==> config.mk <==
export PLATFORM = sky130hd
export DESIGN_NAME = mhf_filter
export DESIGN_NICKNAME = d
export VERILOG_FILES = /design/src/rtl/mhf_pkg.sv /design/src/rtl/mhf_addr_capture.sv /design/src/rtl/mhf_crc_engine.sv /design/src/rtl/mhf_hash_table.sv /design/src/rtl/mhf_filter.sv
export SDC_FILE = /design/constraint.sdc
export NUM_CORES = 1
export LEC_CHECK = 0
export BUFFER_PORTS_ARGS = -buffer_cell sky130_fd_sc_hd__buf_2
export CORE_UTILIZATION = 55
export DETAILED_ROUTE_END_ITERATION = 12
export PLACE_DENSITY = 0.72
export RECOVER_POWER = 100
export SLEW_MARGIN = 30
export SYNTH_ARGS = -nofsm -noshare
export SYNTH_HDL_FRONTEND = slang
export SYNTH_SLANG_ARGS = --single-unit
==> constraint.sdc <==
create_clock -name clk -period 6.9 [get_ports clk]
set_input_delay 1.035 -clock clk [delete_from_list [all_inputs] [get_ports clk]]
set_output_delay 1.035 -clock clk [all_outputs]
set_load 0.03 [all_outputs]
==> src/rtl/mhf_pkg.sv <==
package mhf_pkg;
  localparam int unsigned BYTE_W      = 8;
  localparam int unsigned CRC_W       = 32;
  localparam logic [31:0] CRC_POLY    = 32'h04C1_1DB7;

  typedef enum logic [1:0] {
    TBL_WRITE = 2'd0,
    TBL_SET   = 2'd1,
    TBL_CLEAR = 2'd2,
    TBL_NONE  = 2'd3
  } tbl_op_e;

  // One byte of CRC, bits consumed least significant first.
  function automatic logic [CRC_W-1:0] crc_step_byte(
    input logic [CRC_W-1:0]  crc_in,
    input logic [BYTE_W-1:0] data,
    input logic [CRC_W-1:0]  poly
  );
    logic [CRC_W-1:0] c;
    logic             fb;
    c = crc_in;
    for (int i = 0; i < BYTE_W; i++) begin
      fb = c[CRC_W-1] ^ data[i];
      c  = {c[CRC_W-2:0], 1'b0};
      if (fb) c = c ^ poly;
    end
    return c;
  endfunction
endpackage

==> src/rtl/mhf_addr_capture.sv <==
module mhf_addr_capture #(
  parameter int unsigned ADDR_BYTES = 6,
  parameter int unsigned BYTE_W     = 8
) (
  input  logic              clk,
  input  logic              rst_n,
  input  logic              rx_sof,
  input  logic              rx_valid,
  input  logic [BYTE_W-1:0] rx_data,
  output logic              byte_take,
  output logic              byte_first,
  output logic              byte_last,
  output logic              group_now
);
  localparam int unsigned CNT_W = $clog2(ADDR_BYTES + 1);

  logic [CNT_W-1:0] cnt_q;
  logic             active_q;
  logic             group_q;

  assign byte_first = rx_valid && rx_sof;
  assign byte_take  = byte_first || (rx_valid && active_q);
  assign group_now  = byte_first ? rx_data[0] : group_q;

  always_comb begin
    if (byte_first)
      byte_last = (ADDR_BYTES == 1);
    else
      byte_last = byte_take && (cnt_q == CNT_W'(ADDR_BYTES - 1));
  end

  always_ff @(posedge clk or negedge rst_n) begin
    if (!rst_n) begin
      cnt_q    <= '0;
      active_q <= 1'b0;
      group_q  <= 1'b0;
    end else if (byte_take) begin
      if (byte_first) begin
        cnt_q   <= CNT_W'(1);
        group_q <= rx_data[0];
      end else begin
        cnt_q   <= cnt_q + CNT_W'(1);
      end
      active_q <= !byte_last;
    end
  end
endmodule

==> src/rtl/mhf_crc_engine.sv <==
module mhf_crc_engine
  import mhf_pkg::*;
#(
  parameter logic [31:0] POLY = CRC_POLY
) (
  input  logic              clk,
  input  logic              rst_n,
  input  logic              byte_take,
  input  logic              byte_first,
  input  logic [BYTE_W-1:0] data,
  output logic [CRC_W-1:0]  crc_next
);
  logic [CRC_W-1:0] crc_q;
  logic [CRC_W-1:0] crc_base;

  assign crc_base = byte_first ? {CRC_W{1'b1}} : crc_q;
  assign crc_next = crc_step_byte(crc_base, data, POLY);

  always_ff @(posedge clk or negedge rst_n) begin
    if (!rst_n)         crc_q <= {CRC_W{1'b1}};
    else if (byte_take) crc_q <= crc_next;
  end
endmodule

==> src/rtl/mhf_hash_table.sv <==
module mhf_hash_table
  import mhf_pkg::*;
#(
  parameter int unsigned NUM_WORDS = 8,
  parameter int unsigned WORD_W    = 32
) (
  input  logic                        clk,
  input  logic                        rst_n,
  input  logic                        tbl_we,
  input  logic [1:0]                  tbl_op,
  input  logic [$clog2(NUM_WORDS)-1:0] tbl_addr,
  input  logic [WORD_W-1:0]           tbl_wdata,
  output logic [WORD_W-1:0]           tbl_rdata,
  output logic [NUM_WORDS*WORD_W-1:0] tbl_flat
);
  localparam int unsigned SEL_W = $clog2(NUM_WORDS);

  for (genvar k = 0; k < NUM_WORDS; k++) begin : g_word
    logic [WORD_W-1:0] word_q;
    logic              hit;
    assign hit = tbl_we && (tbl_addr == SEL_W'(k));

    always_ff @(posedge clk or negedge rst_n) begin
      if (!rst_n) begin
        word_q <= '0;
      end else if (hit) begin
        case (tbl_op)
          TBL_WRITE: word_q <= tbl_wdata;
          TBL_SET:   word_q <= word_q | tbl_wdata;
          TBL_CLEAR: word_q <= word_q & ~tbl_wdata;
          default:   word_q <= word_q;
        endcase
      end
    end
    assign tbl_flat[k*WORD_W +: WORD_W] = word_q;
  end

  assign tbl_rdata = tbl_flat[tbl_addr*WORD_W +: WORD_W];
endmodule

==> src/rtl/mhf_filter.sv <==
module mhf_filter
  import mhf_pkg::*;
#(
  parameter int unsigned ADDR_BYTES = 6,
  parameter int unsigned NUM_WORDS  = 8,
  parameter int unsigned WORD_W     = 32
) (
  input  logic        clk,
  input  logic        rst_n,
  input  logic        rx_sof,
  input  logic        rx_valid,
  input  logic [7:0]  rx_data,
  input  logic        rx_promisc,
  input  logic        tbl_we,
  input  logic [1:0]  tbl_op,
  input  logic [2:0]  tbl_addr,
  input  logic [31:0] tbl_wdata,
  output logic [31:0] tbl_rdata,
  output logic        dec_done,
  output logic        dec_accept
);
  localparam int unsigned SEL_W = $clog2(NUM_WORDS);
  localparam int unsigned BIT_W = $clog2(WORD_W);
  localparam int unsigned IDX_W = SEL_W + BIT_W;

  logic                        addr_take;
  logic                        addr_first;
  logic                        addr_last;
  logic                        addr_group;
  logic [CRC_W-1:0]            crc_next;
  logic [NUM_WORDS*WORD_W-1:0] tbl_flat;
  logic [IDX_W-1:0]            hash_idx;
  logic [SEL_W-1:0]            hash_sel;
  logic [BIT_W-1:0]            hash_pos;
  logic [WORD_W-1:0]           sel_word;
  logic                        hash_hit;
  logic                        accept_d;
  logic                        done_q;
  logic                        accept_q;

  mhf_addr_capture #(.ADDR_BYTES(ADDR_BYTES), .BYTE_W(BYTE_W)) u_cap (
    .clk        (clk),
    .rst_n      (rst_n),
    .rx_sof     (rx_sof),
    .rx_valid   (rx_valid),
    .rx_data    (rx_data),
    .byte_take  (addr_take),
    .byte_first (addr_first),
    .byte_last  (addr_last),
    .group_now  (addr_group)
  );

  mhf_crc_engine #(.POLY(CRC_POLY)) u_crc (
    .clk        (clk),
    .rst_n      (rst_n),
    .byte_take  (addr_take),
    .byte_first (addr_first),
    .data       (rx_data),
    .crc_next   (crc_next)
  );

  mhf_hash_table #(.NUM_WORDS(NUM_WORDS), .WORD_W(WORD_W)) u_tbl (
    .clk        (clk),
    .rst_n      (rst_n),
    .tbl_we     (tbl_we),
    .tbl_op     (tbl_op),
    .tbl_addr   (tbl_addr),
    .tbl_wdata  (tbl_wdata),
    .tbl_rdata  (tbl_rdata),
    .tbl_flat   (tbl_flat)
  );

  // Top index bits of the bit-reversed CRC are the low CRC bits reversed.
  always_comb begin
    for (int i = 0; i < IDX_W; i++) hash_idx[IDX_W-1-i] = crc_next[i];
  end

  assign hash_sel = hash_idx[IDX_W-1 -: SEL_W];
  assign hash_pos = hash_idx[BIT_W-1:0];
  assign sel_word = tbl_flat[hash_sel*WORD_W +: WORD_W];
  assign hash_hit = sel_word[BIT_W'(WORD_W-1) - hash_pos];
  assign accept_d = rx_promisc || (addr_group && hash_hit);

  always_ff @(posedge clk or negedge rst_n) begin
    if (!rst_n) begin
      done_q   <= 1'b0;
      accept_q <= 1'b0;
    end else begin
      done_q   <= addr_last;
      accept_q <= addr_last && accept_d;
    end
  end

  assign dec_done   = done_q;
  assign dec_accept = accept_q;
endmodule

* Word-level counts from Yosys, hierarchy flattened
Cells that the tools add are included.
** Word-level totals
- Register bits after elaboration :: 295
- Input bits :: 51
** Operators by class
- $add $sub $neg :: 2
- Magnitude comparators :: 1
- Equality and inequality tests :: 10
- Shift operators :: 2
- Multiplexer cells :: 22
- Bitwise operators :: 33
- Reduce and logical (&&, ||, !) cells :: 27
** Operator list (count)
- $pmux 32 s3 :: 8
- $shiftx 256x9->32 :: 2
- $and 32x32->32 :: 8
- $or 32x32->32 :: 8
- $mux 27 :: 8
- $not 14->14 :: 8
- $mux 32 :: 1
- $not 32->32 :: 1
- $reduce_and 2->1 :: 8
- $eq 3x3->1 const B :: 5
- $logic_and 1x1->1 :: 13
- $xor 1x1->1 :: 8
- $eq 3x2->1 const B :: 2
- $lt 5x6->1 const B :: 1
- $bmux 1 s5 :: 1
- $sub 5x5->5 const A :: 1
- $add 3x1->3 const B :: 1
- $eq 3x1->1 const B :: 1
- $logic_not 3->1 :: 1
- $mux 1 :: 3
- $mux 3 :: 1
- $reduce_bool 3->1 :: 1
- $eq 2x1->1 const B :: 1
- $eq 2x2->1 const B :: 1
- 3 further kinds :: 4

* Depth between registers and ports, before layout
Gate-level depths: netlist of run 1.
- Depth after elaboration :: 24
- Depth in mapped cells :: 15
- Mapped depth without buffers :: 10

* Hierarchy
A second synthesis of run 1 with hierarchy kept.
** Unflattened totals
- Cells, all modules :: 1572
- Area total of the unflattened synthesis :: 17329.1 um^2
** Modules (own cells, without submodules)
- mhf_hash_table :: times used 1, cells an instance 1095, area an instance 12330.6 um^2, seq. area each 6406.1 um^2
- mhf_crc_engine :: times used 1, cells an instance 211, area an instance 2369.8 um^2, seq. area each 840.8 um^2
- mhf_filter :: times used 1, cells an instance 239, area an instance 2347.3 um^2, seq. area each 50.0 um^2
- mhf_addr_capture :: times used 1, cells an instance 27, area an instance 281.5 um^2, seq. area each 125.1 um^2

* Worst setup path before layout of run 1
No wires, ideal clock.
- Path kind :: input to output
- From :: input port tbl_addr[0]
- To :: output port tbl_rdata[10]
- Arrival :: 3.117 ns
- Data required time :: 5.865 ns
- Slack :: 2.748 ns
- Cell stages on the path :: 5
- Buffers on the path :: 3
- Cells stage by stage :: clkbuf_1 clkbuf_1 buf_1 mux4_2 mux2_2
** On the way
- Word-level cells in the longest chain between the ends :: 1
** RTL lines
- start, declared :: RTL line mhf_filter.sv:16 : input logic [2:0] tbl_addr,
- $shiftx 256x9->32 :: RTL line mhf_hash_table.sv:38 : assign tbl_rdata = tbl_flat[tbl_addr*WORD_W +: WORD_W];
- end, declared :: RTL line mhf_filter.sv:18 : output logic [31:0] tbl_rdata,
No other way between the ends.

* Final worst setup path of run 1
- From :: input port rx_valid
- To :: register accept_q, in the netlist dec_accept
** On the way
- Word-level cells in the longest chain between the ends :: 22
- Elaborated cells between the ends (all ways) :: 38
- Those cells by class :: add/sub (1); shift (1); mux (13); bitwise (16); reduce/logical (7)
** RTL lines
- start, declared :: RTL line mhf_filter.sv:11 : input logic rx_valid,
- $logic_and 1x1->1 :: RTL line mhf_addr_capture.sv:21 : assign byte_first = rx_valid && rx_sof;
- $mux 32 :: RTL line mhf_crc_engine.sv:16 : assign crc_base = byte_first ? {CRC_W{1'b1}} : crc_q;
- $xor 1x1->1 :: RTL line mhf_pkg.sv:23 : fb = c[CRC_W-1] ^ data[i];
- $mux 27 :: RTL line mhf_pkg.sv:25 : if (fb) c = c ^ poly;
- $not 14->14 (no line)
- $mux 27 :: RTL line mhf_pkg.sv:25
- $not 14->14 (no line)
- $mux 27 (2 in series) :: RTL line mhf_pkg.sv:25
- [5 not listed]
- $not 14->14 (no line)
- $mux 27 :: RTL line mhf_pkg.sv:25
- $sub 5x5->5 :: RTL line mhf_filter.sv:81 : assign hash_hit = sel_word[BIT_W'(WORD_W-1) - hash_pos];
- $bmux 1 s5 :: RTL line mhf_filter.sv:81
- $mux 1 (implied by the code) :: RTL line mhf_filter.sv:81
- $logic_and 1x1->1 :: RTL line mhf_filter.sv:82 : assign accept_d = rx_promisc || (addr_group && hash_hit);
- $logic_or 1x1->1 :: RTL line mhf_filter.sv:82
- $logic_and 1x1->1 (*) :: RTL line mhf_filter.sv:90 : accept_q <= addr_last && accept_d;
- end signal, assigned :: RTL line mhf_filter.sv:90
- end, declared :: RTL line mhf_filter.sv:39 : logic accept_q;
Mark *: on every way between the ends. The rest lies on a longest branch, timed or not. The select of a mux whose other input is x is not followed.
A chain may end at the register's enable or synchronous reset.

==> results of run 1 <==
[power by group through the flow]
stage / combinational (mW) / clock (mW) / sequential (mW)
floorplan: 3.58 / 0 / 2.62
global placement: 4.57 / 0 / 2.81
detailed placement: 4.66 / 0 / 2.82
CTS: 4.70 / 1.89 / 2.81
global route: 5.06 / 1.96 / 2.89
finish: 4.70 / 1.88 / 2.84
[metrics by stage]
stage / instances / setup WS (ns) / utilization / hold slack (ns)
after floorplan: 1632 / 2.748 / - / 0.4608
after global placement: 1978 / 2.085 / 0.5773 / 0.4807
after detailed placement: 1981 / 1.963 / 0.5796 / 0.4853
after CTS: 2043 / 2.509 / 0.6180 / 0.4939
after global routing: 2044 / 1.190 / 0.6125 / 0.5061
final: 2044 / 1.440 / 0.6125 / 0.4911
[flip-flops by register name (all words and copies together), names as in the netlist]
signal               count
u_crc.crc_q             32
dec_accept               1
u_cap.active_q           1
dec_done                 1
u_tbl.g_word.word_q    256
u_cap.cnt_q              3
u_cap.group_q            1
[cells by family after synthesis]
family                   Yosys count  synth area share
adder cells (fa/ha/maj)            5          0.003668
AND/OR/NAND/NOR                  156           0.04013
buffers and inverters            204           0.04886
multiplexers                     172            0.1870
AO/OA/AOI/OAI                    722            0.2396
XOR/XNOR                          78           0.04549
flip-flops                       295            0.4352
[final timing paths]
check | end | slack, ns
worst max-delay path | dec_accept | 1.44
worst min-delay path | u_crc.crc_q[15] | 0.49
worst max register to register | dec_accept | 2.47
worst min register to register | u_crc.crc_q[15] | 0.49
max in group asynchronous | u_tbl.g_word[7].word_q[4] | 2.11
min in group asynchronous | u_tbl.g_word[1].word_q[16] | 0.55
[area by class of cell]
| type | count | area, sq um |
|---|---|---|
| well taps | 396 | 495.5 |
| clock buffers | 53 | 1076 |
| multi-input cells | 1133 | 8785 |
| inverters | 41 | 153.9 |
| clock inverters | 9 | 95.09 |
| fillers | 2470 | 11820 |
| repair buffers | 117 | 660.6 |
| flip-flops and latches | 295 | 7422 |
[per-layer routing]
metal,GRT usage,share of wire,up-vias
met5,0.009615,0,-
met4,0.1154,0.034,0
met3,0.05882,0.090,132
met2,0.5222,0.47,839
met1,0.4582,0.40,7047
li1,-,-,6078
[cells in the final DEF, fill, tap and decap left out, types with 6 or more instances in the layout]
master,count
dfrtp_1,263
o32a_1,7
buf_2,53
clkinv_2,7
nand3_1,8
xnor2_1,51
o22ai_1,12
clkbuf_1,47
a21o_1,39
a311oi_1,7
o21ai_0,21
nor3_1,11
clkbuf_16,37
mux2i_1,22
mux2_2,28
nor2_1,48
buf_4,19
clkbuf_8,9
o221ai_1,8
dfstp_2,32
mux4_2,112
a211oi_1,43
mux2_1,8
a21oi_1,547
xor2_1,19
o221a_2,6
nand2_1,64
inv_1,41
[worst max-delay path: stages]
cell,delay [ns]
clkbuf_1,0.72
and2_0,0.23
buf_4,0.34
o21ai_0,0.27
nand2_1,0.58
clkbuf_1,0.59
clkbuf_1,0.65
or2_1,0.47
o221ai_1,0.20
o221ai_1,0.25
o32a_1,0.23
nor4_1,0.07
a211oi_2,0.22
==> summary.md, run 1 <==
| Metric | Value |
|---|---|
| Outcome | `finished with violations` |
| Violated checks | `max-capacitance violations, max-slew violations` |
| Net Sw Frac | `0.4203` |
| P_sw | `3.959 mW` |
| Arrival time worst endpoint | `5.89 ns` |
| HP Class | `reg -> reg` |
| # hold bufs at CTS | `0` |
| Post-Route WL | `50860 microns` |
| Hold path cells | `2` |
| Slew @ Worst Pin | `3.892 ns` |
| Post-synth EDFFs | `0` |
| Post-route ant nets | `0` |
| CP Data Required Time | `7.33 ns` |
| Total grt overflow | `0` |
| Die width | `178.1 microns` |
| HP Start | `u_crc.crc_q[15]` |
| First-pass GRT wire length | `around 80000 microns` |
| Worst relative slew slack | `-1.595` |
| CTS tree | `yes` |
| Most numerous cell in the Yosys netlist | `a21oi_1` |
| Setup repair bufs after CTS | `0` |
| Main synth FF type | `dfrtp_1` |
| Sequential area share after synthesis | `0.4352` |
| Setup violators final | `0` |
| Int Pwr | `5.460 mW` |
| Diode count | `0` |
| Unrepaired setup endpoints after global routing | `false` |
| Synth warn | `0` |
| R2R cell count | `11` |
| Total GRT Usage | `0.3298` |
| Area delta synth->final | `9.582%` |
| Flop pwr share | `0.301` |
| R2r startpoint | `u_crc.crc_q[30]` |
| Layout cells sized above 1 | `0.2008` |
| # DRC | `0` |
| DP Area | `about 0.018 sq mm` |
| Crit start category | `input pin` |
| Io pins | `85` |
| CTS Sinks | `295` |
| Tcrit/Tclk final | `0.7913` |
| Net Count, Synth | `approximately 1.7k` |
| Die Footprint | `0.03172 sq mm` |
| First drt pass iteration count | `6` |
| Area contributors post-synth | `dfrtp_1 (39%), a21oi_1 (16%), mux4_2 (15%)` |
| Post-synth top cells | `a21oi_1 (547), dfrtp_1 (263), clkbuf_1 (128), mux4_2 (112), nand2_1 (63)` |
| Max clock buf depth | `3` |
| Tot Pwr | `9.419 mW` |
| Area leader, netlist | `dfrtp_1` |
| Post-DP HPWL | `31630 microns` |
| GPL Wtd Cong | `0.9043` |
| Total number of vias | `14.10k` |
| Number of DRC markers in iteration 0 | `1820` |
| Leakage dissipation | `7.720 nW` |
| CP Capture Type | `flip-flop` |
| Clk Latency, worst-skew pair | `about 0.52 ns` |
| CP Launch Point | `rx_valid` |
| Total negative slack | `0 ns` |
| Initial antenna violation count | `1` |
| Total CTS buffers | `34` |
| Final hold viol count | `0` |
| Synthesized flop and latch total | `295` |
| Fmax | `183.2 MHz` |
| Share of the synthesized area in the top cell type | `0.3859` |
| Worst vdd ir | `0.2948 mV` |
| Cell area after layout | `0.01869 sq mm` |
| Power share of the clock group | `0.200` |
| Crit path max fanout | `33` |
| PortBufs | `84` |
| WL/cell | `about 25 microns` |
| Combinational share of power | `0.499` |
| Worst-path clk slew | `roughly 0.06 ns` |
| Vias per inst | `a little under 7` |
| Power per standard cell area | `about 500 mW/mm^2` |
| Vias in the first global route | `approximately 14k` |
| Worst setup path class | `in -> reg` |
| Nets@finish | `1678` |
| Min Tclk post-route | `5.460 ns` |
| H-tree Lvls | `2` |
| Die Ht | `roughly 180 microns` |
| Largest net degree at the start of global routing | `109` |
| Ys async rst share | `1.000` |
| Clk_skew | `about 0.0076 ns` |
| Resize count post-CTS | `0` |
| Initial Util | `0.5590` |
| Core area | `0.03051 sq mm` |
| Mapped Area | `0.01705 sq mm` |
| Synth Instances | `~1.6k` |
| Max Cap Viol | `13` |
| Clock Root Buffer | `clkbuf_16` |
| # rows | `64` |
| Fin. max-slew vios | `410` |
| Synth unique cells | `67` |
| Avg Synthesized Cell Area | `10.45 sq um` |
Note: power is estimated with default switching activity, not from simulation.
==> run 2, diff against run 1 <==
Settings changed: PLACE_DENSITY 0.72 to 0.75.
Clock period 6.9 ns to 4.7 ns, I/O delays scaled along.
==> run 2 against run 1 <==
  * The run still ends with max-capacitance violations, max-slew violations left
  * Register-to-register slack lost 1.5 ns
  * Via count rose by 0.92%
  * Critical path depth shrank 7
==> summary.md, run 2 (synthesized netlist as in run 1, its figures left out) <==
| Metric | Value |
|---|---|
| CP max stage delay | `1.64 ns` |
| Most frequent cells in the layout | `a21oi_1 (547), dfrtp_1 (263), mux4_2 (112), nand2_1 (64), buf_2 (62)` |
| Power share of the clock group | `0.191` |
| HP Class | `in -> async` |
| R2R cell count | `10` |
| Total grt overflow | `0` |
| Die Footprint | `0.03172 sq mm` |
| Core area | `0.03051 sq mm` |
| Arrival time worst endpoint | `4.59 ns` |
| Initial Util | `0.5590` |
| # DRC | `0` |
| Die Ht | `178.1 microns` |
| Post-Route WL | `49870 microns` |
| Min Tclk post-route | `4.163 ns` |
| Vias in the first global route | `roughly 14k` |
| Largest registers | `u_tbl.g_word.word_q x256, u_crc.crc_q x32, u_cap.cnt_q x3` |
| Top Layer Used | `met4` |
| Metal2 WL | `23790 microns` |
| # rows | `64` |
| Nets@finish | `roughly 1.7k` |
| Outcome | `finished with violations` |
| Clk Latency, worst-skew pair | `0.51 ns` |
| CTS Sinks | `approximately 300` |
| CP Data Required Time | `5.12 ns` |
| Total CTS buffers | `34` |
| Clk_skew | `0.009274 ns` |
| DR WL met3 | `4456 microns` |
| Min Hold Slack | `roughly 0.13 ns` |
| P_sw | `5.774 mW` |
| H-tree Lvls | `2` |
| Setup violators final | `0` |
| Number of DRC markers in iteration 0 | `1982` |
| Metal-1 WL | `19660 microns` |
| R2R Setup Slk | `1.01 ns` |
| Delay-heaviest family, CP | `buffers and inverters` |
| Fmax | `240.2 MHz` |
| Leakage dissipation | `7.807 nW` |
| Flop pwr share | `0.300` |
| # hold bufs at CTS | `0` |
| Largest net degree at the start of global routing | `94` |
| Worst-path clk slew | `0.06 ns` |
| Max Cap Viol | `9` |
| Max clock buf depth | `3` |
| Die width | `178.1 microns` |
| CP cell instances | `clkbuf_1 > nand2b_1 > nor2_4 > clkbuf_2 > a21oi_1 > a21oi_1` |
| Worst setup path class | `in -> reg` |
| Io pins | `85` |
| Post-DP HPWL | `between 30000 and 40000 microns` |
| Final hold viol count | `0` |
| Combinational share of power | `0.509` |
| Total GRT Usage | `0.3264` |
| Crit path buf inv count | `2` |
| Crit path max fanout | `40` |
| CP max-delay cell | `clkbuf_1` |
| GPL Wtd Cong | `0.9249` |
| Crit start category | `input pin` |
| Post-route ant nets | `0` |
| DP Area | `0.01788 sq mm` |
| Int Pwr | `8.117 mW` |
| Reg-to-Reg End | `dec_accept` |
| Area delta synth->final | `10.45%` |
| Worst vdd ir | `0.4261 mV` |
| First drt pass iteration count | `6` |
| Total number of vias | `~14k` |
| Setup repair bufs after CTS | `0` |
| Resize count post-CTS | `0` |
| WL/cell | `around 24 microns` |
| PortBufs | `84` |
| Unrepaired setup endpoints after global routing | `false` |
| Largest register by flop count | `u_tbl.g_word.word_q` |
| Max FFs per register | `256` |
| Clock Root Buffer | `clkbuf_16` |
| Total negative slack | `0 ns` |
| Tcrit/Tclk final | `0.8857` |
| Initial antenna violation count | `3` |
| Worst relative slew slack | `-0.5798` |
| Layout cells sized above 1 | `0.2097` |
| CP Capture Type | `flip-flop` |
| R2r startpoint | `u_crc.crc_q[31]` |
| Power per standard cell area | `approximately 740 mW/mm^2` |
| Cell area after layout | `roughly 0.019 sq mm` |
| First-pass GRT wire length | `79580 microns` |
| Slew @ Worst Pin | `2.370 ns` |
| Commonest non-fill, non-tap cell in the layout | `a21oi_1` |
| Violated checks | `max-capacitance violations, max-slew violations` |
| Fin. max-slew vios | `367` |
| Vias per inst | `6.923` |
| Most frequent CP cell | `a21oi_1` |
| Net Sw Frac | `0.4157` |
| CTS tree | `yes` |
run 2: cell count changes in the layout (fill, tap and decap cells not counted), sizes merged:
cell	delta
buf	+22
diode	+4
clkinv	-3
clkbuf	-12
run 2: worst max-delay path by stage:
stage                start                        end  cells past startpoint  slack (ns)
2_1_floorplan  tbl_addr[0]              tbl_rdata[10]                      5        1.21
3_3_place_gp      rx_valid                 dec_accept                     11        0.75
3_5_place_dp      rx_valid                 dec_accept                     11        0.58
4_1_cts           rx_valid                 dec_accept                     12        1.08
5_1_grt        tbl_addr[2]  u_tbl.g_word[6].word_q[9]                      6        0.43
6_report       tbl_addr[2]  u_tbl.g_word[6].word_q[1]                      6        0.54
run 2: power by group through the flow:
stage                     Sequential [mW]  Clock [mW]  Combinational (mW)
after floorplan                      3.84           0                5.26
after global placement               4.12           0                6.82
after detailed placement             4.15           0                6.99
after CTS                            4.13        2.68                7.03
after global routing                 4.25        2.78                7.57
final                                4.17        2.66                7.07
run 2: area by class of cell:
type | instances | area [sq um]
Timing Repair Buffer | 130 | 808.3
Tap cell | 396 | 495.5
Sequential cell | 295 | 7422
Fill cell | 2357 | 11670
Antenna cell | 4 | 10.01
Inverter | 41 | 153.9
Clock inverter | 6 | 80.08
Clock buffer | 50 | 1025
Multi-Input combinational cell | 1133 | 8841
run 2: layer usage:
| metal | GRT usage | vias up |
|---|---|---|
| met4 | 0.1385 | 0 |
| met5 | 0 | - |
| met3 | 0.05051 | 142 |
| met1 | 0.4547 | 7137 |
| li1 | - | 6095 |
| met2 | 0.5115 | 852 |
run 2: through the flow:
stage,power (mW),utilization,instances,setup slack [ns]
global route,14.60,0.6174,2055,0.4297
CTS,13.84,0.6224,2051,1.085
finish,13.89,0.6174,2055,0.5370
detailed placement,11.14,0.5862,1995,0.5792
floorplan,9.097,-,1632,1.208
global placement,10.94,0.5860,1995,0.7463
